**src/rtl/dram_seq_pkg.sv**
```systemverilog
package dram_seq_pkg;

    // Widths of the processor side and the memory side
    localparam int CPU_AW   = 28;
    localparam int DRAM_AW  = 11;
    localparam int LANES    = 4;
    localparam int DQ_W     = 8 * LANES;
    localparam int BANKS    = 2;
    localparam int BANK_W   = (BANKS > 1) ? $clog2(BANKS) : 1;

    // Fixed address wiring
    localparam int ROW_LSB    = 10;
    localparam int BANK_BIT   = ROW_LSB + DRAM_AW;   // 21
    localparam int COL_LO_BIT = ROW_LSB - 1;         // 9
    localparam int COL_HI_LSB = BANK_BIT + 1;        // 22
    localparam int COL_HI_W   = CPU_AW - COL_HI_LSB; // 6

    typedef enum logic [2:0] {
        PH_IDLE,
        PH_RSU,   // row address set up, strobes high
        PH_RCD,   // row strobe low, row address held
        PH_CSU,   // column address set up, column strobes high
        PH_CAS,   // column strobes low
        PH_PRE    // all strobes high
    } phase_e;

    typedef struct packed {
        logic              write;
        logic [CPU_AW-1:0] addr;
        logic [LANES-1:0]  be;
        logic [DQ_W-1:0]   wdata;
    } dram_req_t;

    function automatic logic [DRAM_AW-1:0] row_of(input logic [CPU_AW-1:0] a);
        return a[ROW_LSB +: DRAM_AW];
    endfunction

    function automatic logic [DRAM_AW-1:0] col_of(input logic [CPU_AW-1:0] a);
        logic [DRAM_AW-1:0] c;
        c    = '0;
        c[0] = a[COL_LO_BIT];
        for (int i = 0; i < COL_HI_W; i++) begin
            c[i+1] = a[COL_HI_LSB + i];
        end
        return c;
    endfunction

    function automatic logic [BANK_W-1:0] bank_of(input logic [CPU_AW-1:0] a);
        return BANK_W'(a[BANK_BIT]);
    endfunction

    function automatic int max4(input int a, input int b, input int c, input int d);
        int m;
        m = a;
        if (b > m) m = b;
        if (c > m) m = c;
        if (d > m) m = d;
        return m;
    endfunction

endpackage

```
**src/rtl/dram_phase_timer.sv**
```systemverilog
module dram_phase_timer
    import dram_seq_pkg::*;
#(
    parameter int T_ROW_SETUP  = 1,
    parameter int T_ROW_TO_COL = 2,
    parameter int T_COL_ACCESS = 2,
    parameter int T_PRECHARGE  = 2
) (
    input  logic   clk,
    input  logic   rst,
    input  logic   start,
    output phase_e phase,
    output logic   cas_end
);

    localparam int T_MAX = max4(T_ROW_SETUP, T_ROW_TO_COL, T_COL_ACCESS, T_PRECHARGE);
    localparam int CW    = (T_MAX > 1) ? $clog2(T_MAX) : 1;

    logic [CW-1:0] cnt;
    logic          at_zero;

    assign at_zero = (cnt == '0);
    assign cas_end = (phase == PH_CAS) && at_zero;

    always_ff @(posedge clk) begin
        if (rst) begin
            phase <= PH_IDLE;
            cnt   <= '0;
        end else begin
            unique case (phase)
                PH_IDLE: if (start) begin
                    phase <= PH_RSU;
                    cnt   <= CW'(T_ROW_SETUP - 1);
                end
                PH_RSU: if (at_zero) begin
                    phase <= PH_RCD;
                    cnt   <= CW'(T_ROW_TO_COL - 1);
                end else cnt <= cnt - 1'b1;
                PH_RCD: if (at_zero) begin
                    phase <= PH_CSU;
                    cnt   <= '0;
                end else cnt <= cnt - 1'b1;
                PH_CSU: begin
                    phase <= PH_CAS;
                    cnt   <= CW'(T_COL_ACCESS - 1);
                end
                PH_CAS: if (at_zero) begin
                    phase <= PH_PRE;
                    cnt   <= CW'(T_PRECHARGE - 1);
                end else cnt <= cnt - 1'b1;
                PH_PRE: if (at_zero) begin
                    phase <= PH_IDLE;
                end else cnt <= cnt - 1'b1;
                default: phase <= PH_IDLE;
            endcase
        end
    end

    // the column setup window is a single cycle
    p_csu_single_r5: assert property (@(posedge clk) disable iff (rst)
        (phase == PH_CSU) |=> (phase == PH_CAS));

    // column access is entered only from column setup
    p_cas_entry_r4: assert property (@(posedge clk) disable iff (rst)
        ((phase == PH_CAS) && ($past(phase) != PH_CAS)) |-> ($past(phase) == PH_CSU));

    // the access window counter never exceeds its length
    p_cas_bound_r5: assert property (@(posedge clk) disable iff (rst)
        (phase == PH_CAS) |-> (int'(cnt) < T_COL_ACCESS));

endmodule

```
**src/rtl/dram_addr_mux.sv**
```systemverilog
module dram_addr_mux
    import dram_seq_pkg::*;
(
    input  logic [CPU_AW-1:0]  addr,
    input  phase_e             phase,
    output logic [DRAM_AW-1:0] dram_addr,
    output logic [BANK_W-1:0]  bank
);

    always_comb begin
        unique case (phase)
            PH_RSU, PH_RCD: dram_addr = row_of(addr);
            PH_CSU, PH_CAS: dram_addr = col_of(addr);
            default:        dram_addr = '0;
        endcase
    end

    assign bank = bank_of(addr);

endmodule

```
**src/rtl/dram_strobe_gen.sv**
```systemverilog
module dram_strobe_gen
    import dram_seq_pkg::*;
(
    input  logic              clk,
    input  logic              rst,
    input  phase_e            phase,
    input  logic [BANK_W-1:0] bank,
    input  logic [LANES-1:0]  be,
    input  logic              write,
    output logic [BANKS-1:0]  ras_n,
    output logic [LANES-1:0]  cas_n,
    output logic              we_n,
    output logic              dq_oe
);

    logic ras_on;
    logic cas_on;
    logic acc_on;

    assign ras_on = (phase == PH_RCD) || (phase == PH_CSU) || (phase == PH_CAS);
    assign cas_on = (phase == PH_CAS);
    assign acc_on = (phase == PH_RSU) || ras_on;

    for (genvar b = 0; b < BANKS; b++) begin : g_bank
        assign ras_n[b] = !(ras_on && (bank == BANK_W'(b)));
    end

    for (genvar l = 0; l < LANES; l++) begin : g_lane
        assign cas_n[l] = !(cas_on && be[l]);
    end

    assign we_n  = !(acc_on && write);
    assign dq_oe = acc_on && write;

    // a column strobe is never low without a row strobe low
    p_cas_needs_ras_r4: assert property (@(posedge clk) disable iff (rst)
        (cas_n != '1) |-> (ras_n != '1));

    // at most one bank strobed at a time
    p_one_bank_r7: assert property (@(posedge clk) disable iff (rst)
        $countones(~ras_n) <= 1);

    // the write enable is only low while the bus is driven
    p_we_with_oe_r6: assert property (@(posedge clk) disable iff (rst)
        !we_n |-> dq_oe);

endmodule

```
**src/rtl/dram_strobe_seq.sv**
```systemverilog
module dram_strobe_seq
    import dram_seq_pkg::*;
#(
    parameter int T_ROW_SETUP  = 1,
    parameter int T_ROW_TO_COL = 2,
    parameter int T_COL_ACCESS = 2,
    parameter int T_PRECHARGE  = 2
) (
    input  logic               clk,
    input  logic               rst,
    input  logic               req_valid,
    input  logic               req_write,
    input  logic [CPU_AW-1:0]  req_addr,
    input  logic [LANES-1:0]   req_be,
    input  logic [DQ_W-1:0]    req_wdata,
    output logic               busy,
    output logic               done,
    output logic [DQ_W-1:0]    rdata,
    output logic [DRAM_AW-1:0] dram_addr,
    output logic [BANKS-1:0]   dram_ras_n,
    output logic [LANES-1:0]   dram_cas_n,
    output logic               dram_we_n,
    output logic [DQ_W-1:0]    dram_dq_out,
    output logic               dram_dq_oe,
    input  logic [DQ_W-1:0]    dram_dq_in
);

    phase_e            phase;
    logic              cas_end;
    logic              accept;
    dram_req_t         cur;
    logic [BANK_W-1:0] bank;
    logic              done_q;
    logic [DQ_W-1:0]   rdata_q;

    assign accept = (phase == PH_IDLE) && req_valid;

    always_ff @(posedge clk) begin
        if (rst) begin
            cur <= '0;
        end else if (accept) begin
            cur.write <= req_write;
            cur.addr  <= req_addr;
            cur.be    <= req_be;
            cur.wdata <= req_wdata;
        end
    end

    always_ff @(posedge clk) begin
        if (rst) begin
            done_q  <= 1'b0;
            rdata_q <= '0;
        end else begin
            done_q <= cas_end;
            if (cas_end && !cur.write) begin
                rdata_q <= dram_dq_in;
            end
        end
    end

    dram_phase_timer #(
        .T_ROW_SETUP  (T_ROW_SETUP),
        .T_ROW_TO_COL (T_ROW_TO_COL),
        .T_COL_ACCESS (T_COL_ACCESS),
        .T_PRECHARGE  (T_PRECHARGE)
    ) u_timer (
        .clk     (clk),
        .rst     (rst),
        .start   (accept),
        .phase   (phase),
        .cas_end (cas_end)
    );

    dram_addr_mux u_amux (
        .addr      (cur.addr),
        .phase     (phase),
        .dram_addr (dram_addr),
        .bank      (bank)
    );

    dram_strobe_gen u_strb (
        .clk   (clk),
        .rst   (rst),
        .phase (phase),
        .bank  (bank),
        .be    (cur.be),
        .write (cur.write),
        .ras_n (dram_ras_n),
        .cas_n (dram_cas_n),
        .we_n  (dram_we_n),
        .dq_oe (dram_dq_oe)
    );

    assign busy        = (phase != PH_IDLE);
    assign done        = done_q;
    assign rdata       = rdata_q;
    assign dram_dq_out = cur.wdata;

    // reset leaves the block idle and quiet
    p_reset_idle_r1: assert property (@(posedge clk)
        rst |=> (!busy && !done && (dram_ras_n == '1) && (dram_cas_n == '1) && dram_we_n));

    // completion is a single-cycle pulse
    p_done_pulse_r8: assert property (@(posedge clk) disable iff (rst)
        done |=> !done);

    // completion falls inside the precharge window
    p_done_quiet_r9: assert property (@(posedge clk) disable iff (rst)
        done |-> (busy && (dram_ras_n == '1) && (dram_cas_n == '1) && dram_we_n));

    // the latched request cannot change while busy
    p_hold_busy_r10: assert property (@(posedge clk) disable iff (rst)
        busy |=> $stable(cur));

    // reads never pull the write enable low
    p_read_we_r6: assert property (@(posedge clk) disable iff (rst)
        (busy && !cur.write) |-> (dram_we_n && !dram_dq_oe));

endmodule

```
**config.mk**
```make
export PLATFORM = sky130hd
export DESIGN_NAME = dram_strobe_seq
export DESIGN_NICKNAME = d
export VERILOG_FILES = /design/src/rtl/dram_seq_pkg.sv /design/src/rtl/dram_phase_timer.sv /design/src/rtl/dram_addr_mux.sv /design/src/rtl/dram_strobe_gen.sv /design/src/rtl/dram_strobe_seq.sv
export SDC_FILE = /design/constraint.sdc
export NUM_CORES = 1
export LEC_CHECK = 0
export ABC_AREA = 1
export BUFFER_PORTS_ARGS = -buffer_cell sky130_fd_sc_hd__buf_2
export CAP_MARGIN = 25
export CORE_AREA = 2 2 96 98
export DETAILED_ROUTE_END_ITERATION = 10
export DIE_AREA = 0 0 98 100
export PLACE_DENSITY = 0.78
export SLEW_MARGIN = 10
export SYNTH_ARGS = -nofsm -noshare
export SYNTH_HDL_FRONTEND = slang
export SYNTH_SLANG_ARGS = --single-unit
```
**constraint.sdc**
```tcl
create_clock -name clk -period 1.62 [get_ports clk]
set_input_delay 0.081 -clock clk [delete_from_list [all_inputs] [get_ports clk]]
set_output_delay 0.081 -clock clk [all_outputs]
set_load 0.01 [all_outputs]
```
; ---- After elaboration in Yosys (flattened, before gate mapping)
; Index checks and enable logic that the tools add are counted.
[classes]
n_addsub = 1
multipliers = 0
div = 0
magnitude_cmp = 0
eq_ne = 10
shift = 0
n_mux = 11
bitwise = 2
n_reduce_logical = 30
[op_table]
columns = operator, count
row1 = 11-bit one-hot mux with 2 select lines, 1
row2 = 3-bit one-hot mux with 6 select lines, 1
row3 = 3-bit two-way mux, 5
row4 = 1-bit logical AND, 10
row5 = "2-bit != test, second input constant", 5
row6 = 1-bit logical NOT, 8
row7 = 2-bit OR reduction, 4
row8 = "3-bit by 2-bit == test with 1-bit output, second input constant", 2
row9 = "3-bit == test, second input constant", 2
row10 = 5-bit AND reduction, 1
row11 = 1-bit one-hot mux with 4 select lines, 1
row12 = 4-bit nonzero test, 1
row13 = "3-bit by 1-bit == test with 1-bit output, second input constant", 1
row14 = 3-bit logical NOT, 1
row15 = 1-bit logical OR, 3
row16 = 1-bit two-way mux, 3
row17 = 3-bit nonzero test, 1
row18 = 1-bit NOT, 2
row19 = 2-bit AND reduction, 1
row20 = "1-bit subtractor, second input constant", 1
[totals]
reg_bits = 102
latchBits = 0
ramBits = 0
rom_bits = 0
input_bits = 100
out_inout_bits = 85
elab_cells = 62
n_memories = 0

; ---- Depth between registers and ports, before layout
[depth]
word_depth = 6
depth_mapped = 8

; ---- Cells and area by module
; A second synthesis with hierarchy kept.
[hier_totals]
hier_cells = 832
area_unflattened_um2 = 5291.3
[modules_own_cells]
columns = module, instances, cells_per_inst, area_each_um2
row1 = dram_strobe_seq, 1, 735, 4732.0
row2 = dram_phase_timer, 1, 41, 260.2
row3 = dram_addr_mux, 1, 38, 220.2
row4 = dram_strobe_gen, 1, 18, 78.8

; ---- Least setup slack after synthesis
; Ideal clock, no wire load.
[synth_path]
kind = register to output
from = reg u_timer.phase[2]
to = out dram_we_n
t_arrival_ps = 1173
required_time_ps = 1539
setup_slack_ps = 366
stages_incl_launch_ff = 8
n_path_buf = 1
cell_sequence = dfxtp_1 buf_2 inv_2 nand3_1 nand2_1 inv_2 a21oi_1 inv_1
[synth_between]
elab_chain_cells = 6
word_cells_on_any_way = 9
[synth_lines]
columns = item, line
row1 = "start, declared", dram_phase_timer.sv:12  ; output phase_e phase,
row2 = "start signal, assigned", dram_phase_timer.sv:27  ; phase <= PH_IDLE;
row3 = "start signal, assigned", dram_phase_timer.sv:32  ; phase <= PH_RSU;
row4 = "start signal, assigned", dram_phase_timer.sv:36  ; phase <= PH_RCD;
row5 = 3-bit by 2-bit == test with 1-bit output, dram_strobe_gen.sv:20  ; assign ras_on = (phase == PH_RCD) || (phase == PH_CSU) || (phase == PH_CAS);
row6 = 1-bit logical OR (2 in a row), dram_strobe_gen.sv:20
row7 = 1-bit logical OR (*), dram_strobe_gen.sv:22  ; assign acc_on = (phase == PH_RSU) || ras_on;
row8 = 1-bit logical AND (*), -
row9 = net dram_dq_oe, dram_strobe_seq.sv:24  ; output logic dram_dq_oe,
row10 = 1-bit logical NOT (*), dram_strobe_gen.sv:32  ; assign we_n = !(acc_on && write);
row11 = "end, declared", dram_strobe_seq.sv:22  ; output logic dram_we_n,
; Mark *: on every way through the listed nets, which the timed path passes. The rest lies on a longest branch.

; ---- Worst setup path in the final report
[layout_path]
from = reg u_timer.phase[1]
to = out dram_addr[0]
[layout_between]
elab_chain_cells = 3
word_cells_on_any_way = 7
[layout_lines]
columns = item, line
row1 = 3-bit by 2-bit == test with 1-bit output (tied with other cells), dram_addr_mux.sv:11  ; unique case (phase)
row2 = 2-bit OR reduction, dram_addr_mux.sv:11
row3 = 11-bit one-hot mux with 2 select lines (*), dram_addr_mux.sv:11
row4 = "end, declared", dram_strobe_seq.sv:19  ; output logic [DRAM_AW-1:0] dram_addr,
; Mark *: on every way between the ends. The rest lies on a longest branch, timed or not.

==> flow_summary.toml <==
[sta]
period_needed_ns = 1.575
slew_viol_final = 0
worst_pin_slew_ns = 0.3862
fin_tns_setup_ns = 0
hold_viol_final = 0
setup_viol = 0
min_period_over_period_pct = 97.20
skew_ns = 0.01776
fmax_ghz = 0.6351
relSlewSlack_pct = 74.25

[synth]
syn_inst = 485
syn_avg_cell_area_um2 = 8.103
syn_nets = 585
synth.area.top_cells = "dfxtp_1 (47%), a21oi_1 (12%), buf_4 (6.5%), inv_1 (5.5%), nand4_1 (5.1%)"
synthesis.area_mm2 = 0.003930
synth_largest_area_cell = "dfxtp_1"
synth_warnings = 0
synth.top_cell.area_share_pct = 47.37
synth_seq_area_share_pct = 47.37
synth_seq_cells = 93
ys_types = 25

[clock_tree]
cts-buffers-inserted = 9
cts.sinks = 93
clock_latency_ns = 0.35
clock_path_buffers = 2
clkTransAtPathRegs_ns = 0.10
cts_root_buf = "clkbuf_8"
tritoncts = "built"
cts_max_level = 3

[power_and_ir_drop]
total_leakage_power_uw = 0.002450
p_clk_share_pct = 22.1
power_frac_comb_pct = 36.7
p_int_uw = 4566
finalPower_uw = 7277
power.switching_uw = 2711
switching_share_pct = 37.26
power.density_mw_per_mm2 = 1319
vdd.ir_drop.worst_mv = 0.6571
seqPwrFrac_pct = 41.3

[critical_path]
crit_fanout = 8
crit_type = "flop to output pin"
cp-start-kind = "flop"
worstRegToRegCells = 6
arrival_ns = 1.49
cp-endpoint = "dram_addr[0]"
r2r-start = "u_timer.phase[1]"
cp.required_ns = 1.54
rrSetupSlack_ns = 0.15
r2r-end = "rdata[21]"
crit_start = "u_timer.phase[1]"
cp-end-kind = "output pin"

[placement]
dp.cells = 713
dp_hpwl_um = 6924
gp_congestion = 0.8328
portBuffers = 175
post_dp_cell_area_mm2 = 0.004588

[layout]
final_common_cell = "buf_2"
fin_nets = 776
area_delta_synth_final_pct = 40.40
final_cell_mix = "buf_2 (175), a21oi_1 (94), dfxtp_1 (90)"
fin_cells = 792
antennaDiodeCount = 0
final_util_pct = 62.07
fin_area_mm2 = 0.005518
drive_gt1_share_pct = 34.21

[job]
max-cap-violations = 0

[floorplanning]
io_pins = 185
row_count = 35
core_area_mm2 = 0.008890
dieHeight_um = 100
fp.dieArea_mm2 = 0.009800
start_util_pct = 44.21
die_w_um = 98

[min_path]
min_path_cells = 3
hold_path.class = "primary input to flop"

[routing]
drc = 0
first_pass_iters = 4
vias_per_cell = 5.068
drt-initial-drc-count = 143
drt-total-wl_um = 11320
drt-wirelength-per-cell_um = 14.30
ant_nets = 0
vias = 4014

[grt]
grt_use_total_pct = 21.69
grt_max_degree = 42
antenna_found_initial = 0
grt_pass1_vias = 3844
grt_overflow = 0
grt_pass1_wl_um = 17570

[run_status]
status = "finished clean"
how the worst min path moves through the flow:
stage	startpoint	to	slack, ns
after floorplan	dram_dq_in[14]	rdata[14]	0.25
after global placement	req_addr[11]	cur[47]	0.35
after detailed placement	req_addr[19]	cur[55]	0.36
after CTS	req_wdata[20]	dram_dq_out[20]	0.0001
after global routing	dram_dq_in[20]	rdata[20]	0.008
final	req_wdata[28]	dram_dq_out[28]	0.02
worst max-delay path, cell delays in order (launching register included):
cell	delay [ns]
dfxtp_4	0.43
nand2_2	0.09
nand2_2	0.06
nand2_2	0.09
buf_6	0.16
o22ai_2	0.16
buf_2	0.16
what timing repair did:
item                                    CTS  global route
pin swaps                                 2             5
endpoints found under the hold margin    56             2
gates cloned                              0             1
buffers inserted                          3             1
resized for setup                         6            22
endpoints found under the setup margin   17            20
hold buffers                             56             2
metal layers:
layer / vias to the layer above / wire (um) / GRT usage [%]
met2: 157 / 5683 / 37.99
met3: 30 / 666 / 4.666
met4: 0 / 306 / 9.936
met1: 1861 / 4667 / 25.51
li1: 1966 / - / -
met5: - / 0 / 0
cell families (layout without fill, tap and decap cells):
family,Yosys count,count (layout),synth area share (%)
AOI/OAI and AO/OA,161,161,20.79
buffers and inverters,133,329,19.20
DFF,93,93,47.37
and+or+nand+nor,98,98,12.64
state kept, by name (all words and copies together) (netlist names):
name           count
u_timer.cnt        1
done               1
cur               24
rdata             32
u_timer.phase      3
dram_dq_out       32
metrics by stage:
stage,hold slack [ns],setup WS [ns]
3_3_place_gp,0.3457,0.1706
6_report,0.01740,0.04532
4_1_cts,0.0001438,-0.02125
2_1_floorplan,0.2482,0.3664
3_5_place_dp,0.3552,0.1208
5_1_grt,0.008289,-0.01492
power by group through the flow:
stage	clock network (uW)	logic [uW]	registers, uW
after global routing	1750	2930	3060
after global placement	0	2230	2990
final	1600	2670	3000
after floorplan	0	1880	2950
after CTS	1640	2490	2980
after detailed placement	0	2310	3010
cell type report:
cell class              count  area (um^2)
fillers                   751         3372
multi-input cells         259         1384
clock inverters             7        78.83
inverters                  64        259.0
repair buffers            249         1660
well taps                 111        138.9
flip-flops and latches     93         1873
clock buffers               9        123.9
Yosys cell counts, drive strengths merged:
cell type / number
dfxtp: 93
clkbuf: 16
nor2: 6
nand3b: 1
inv: 63
o21ai: 58
o22ai: 7
nand3: 9
clkinv: 1
nor3: 1
nand4: 32
buf: 53
nand2: 49
a21oi: 95
o211ai: 1
(Power assumes the default switching activity.)
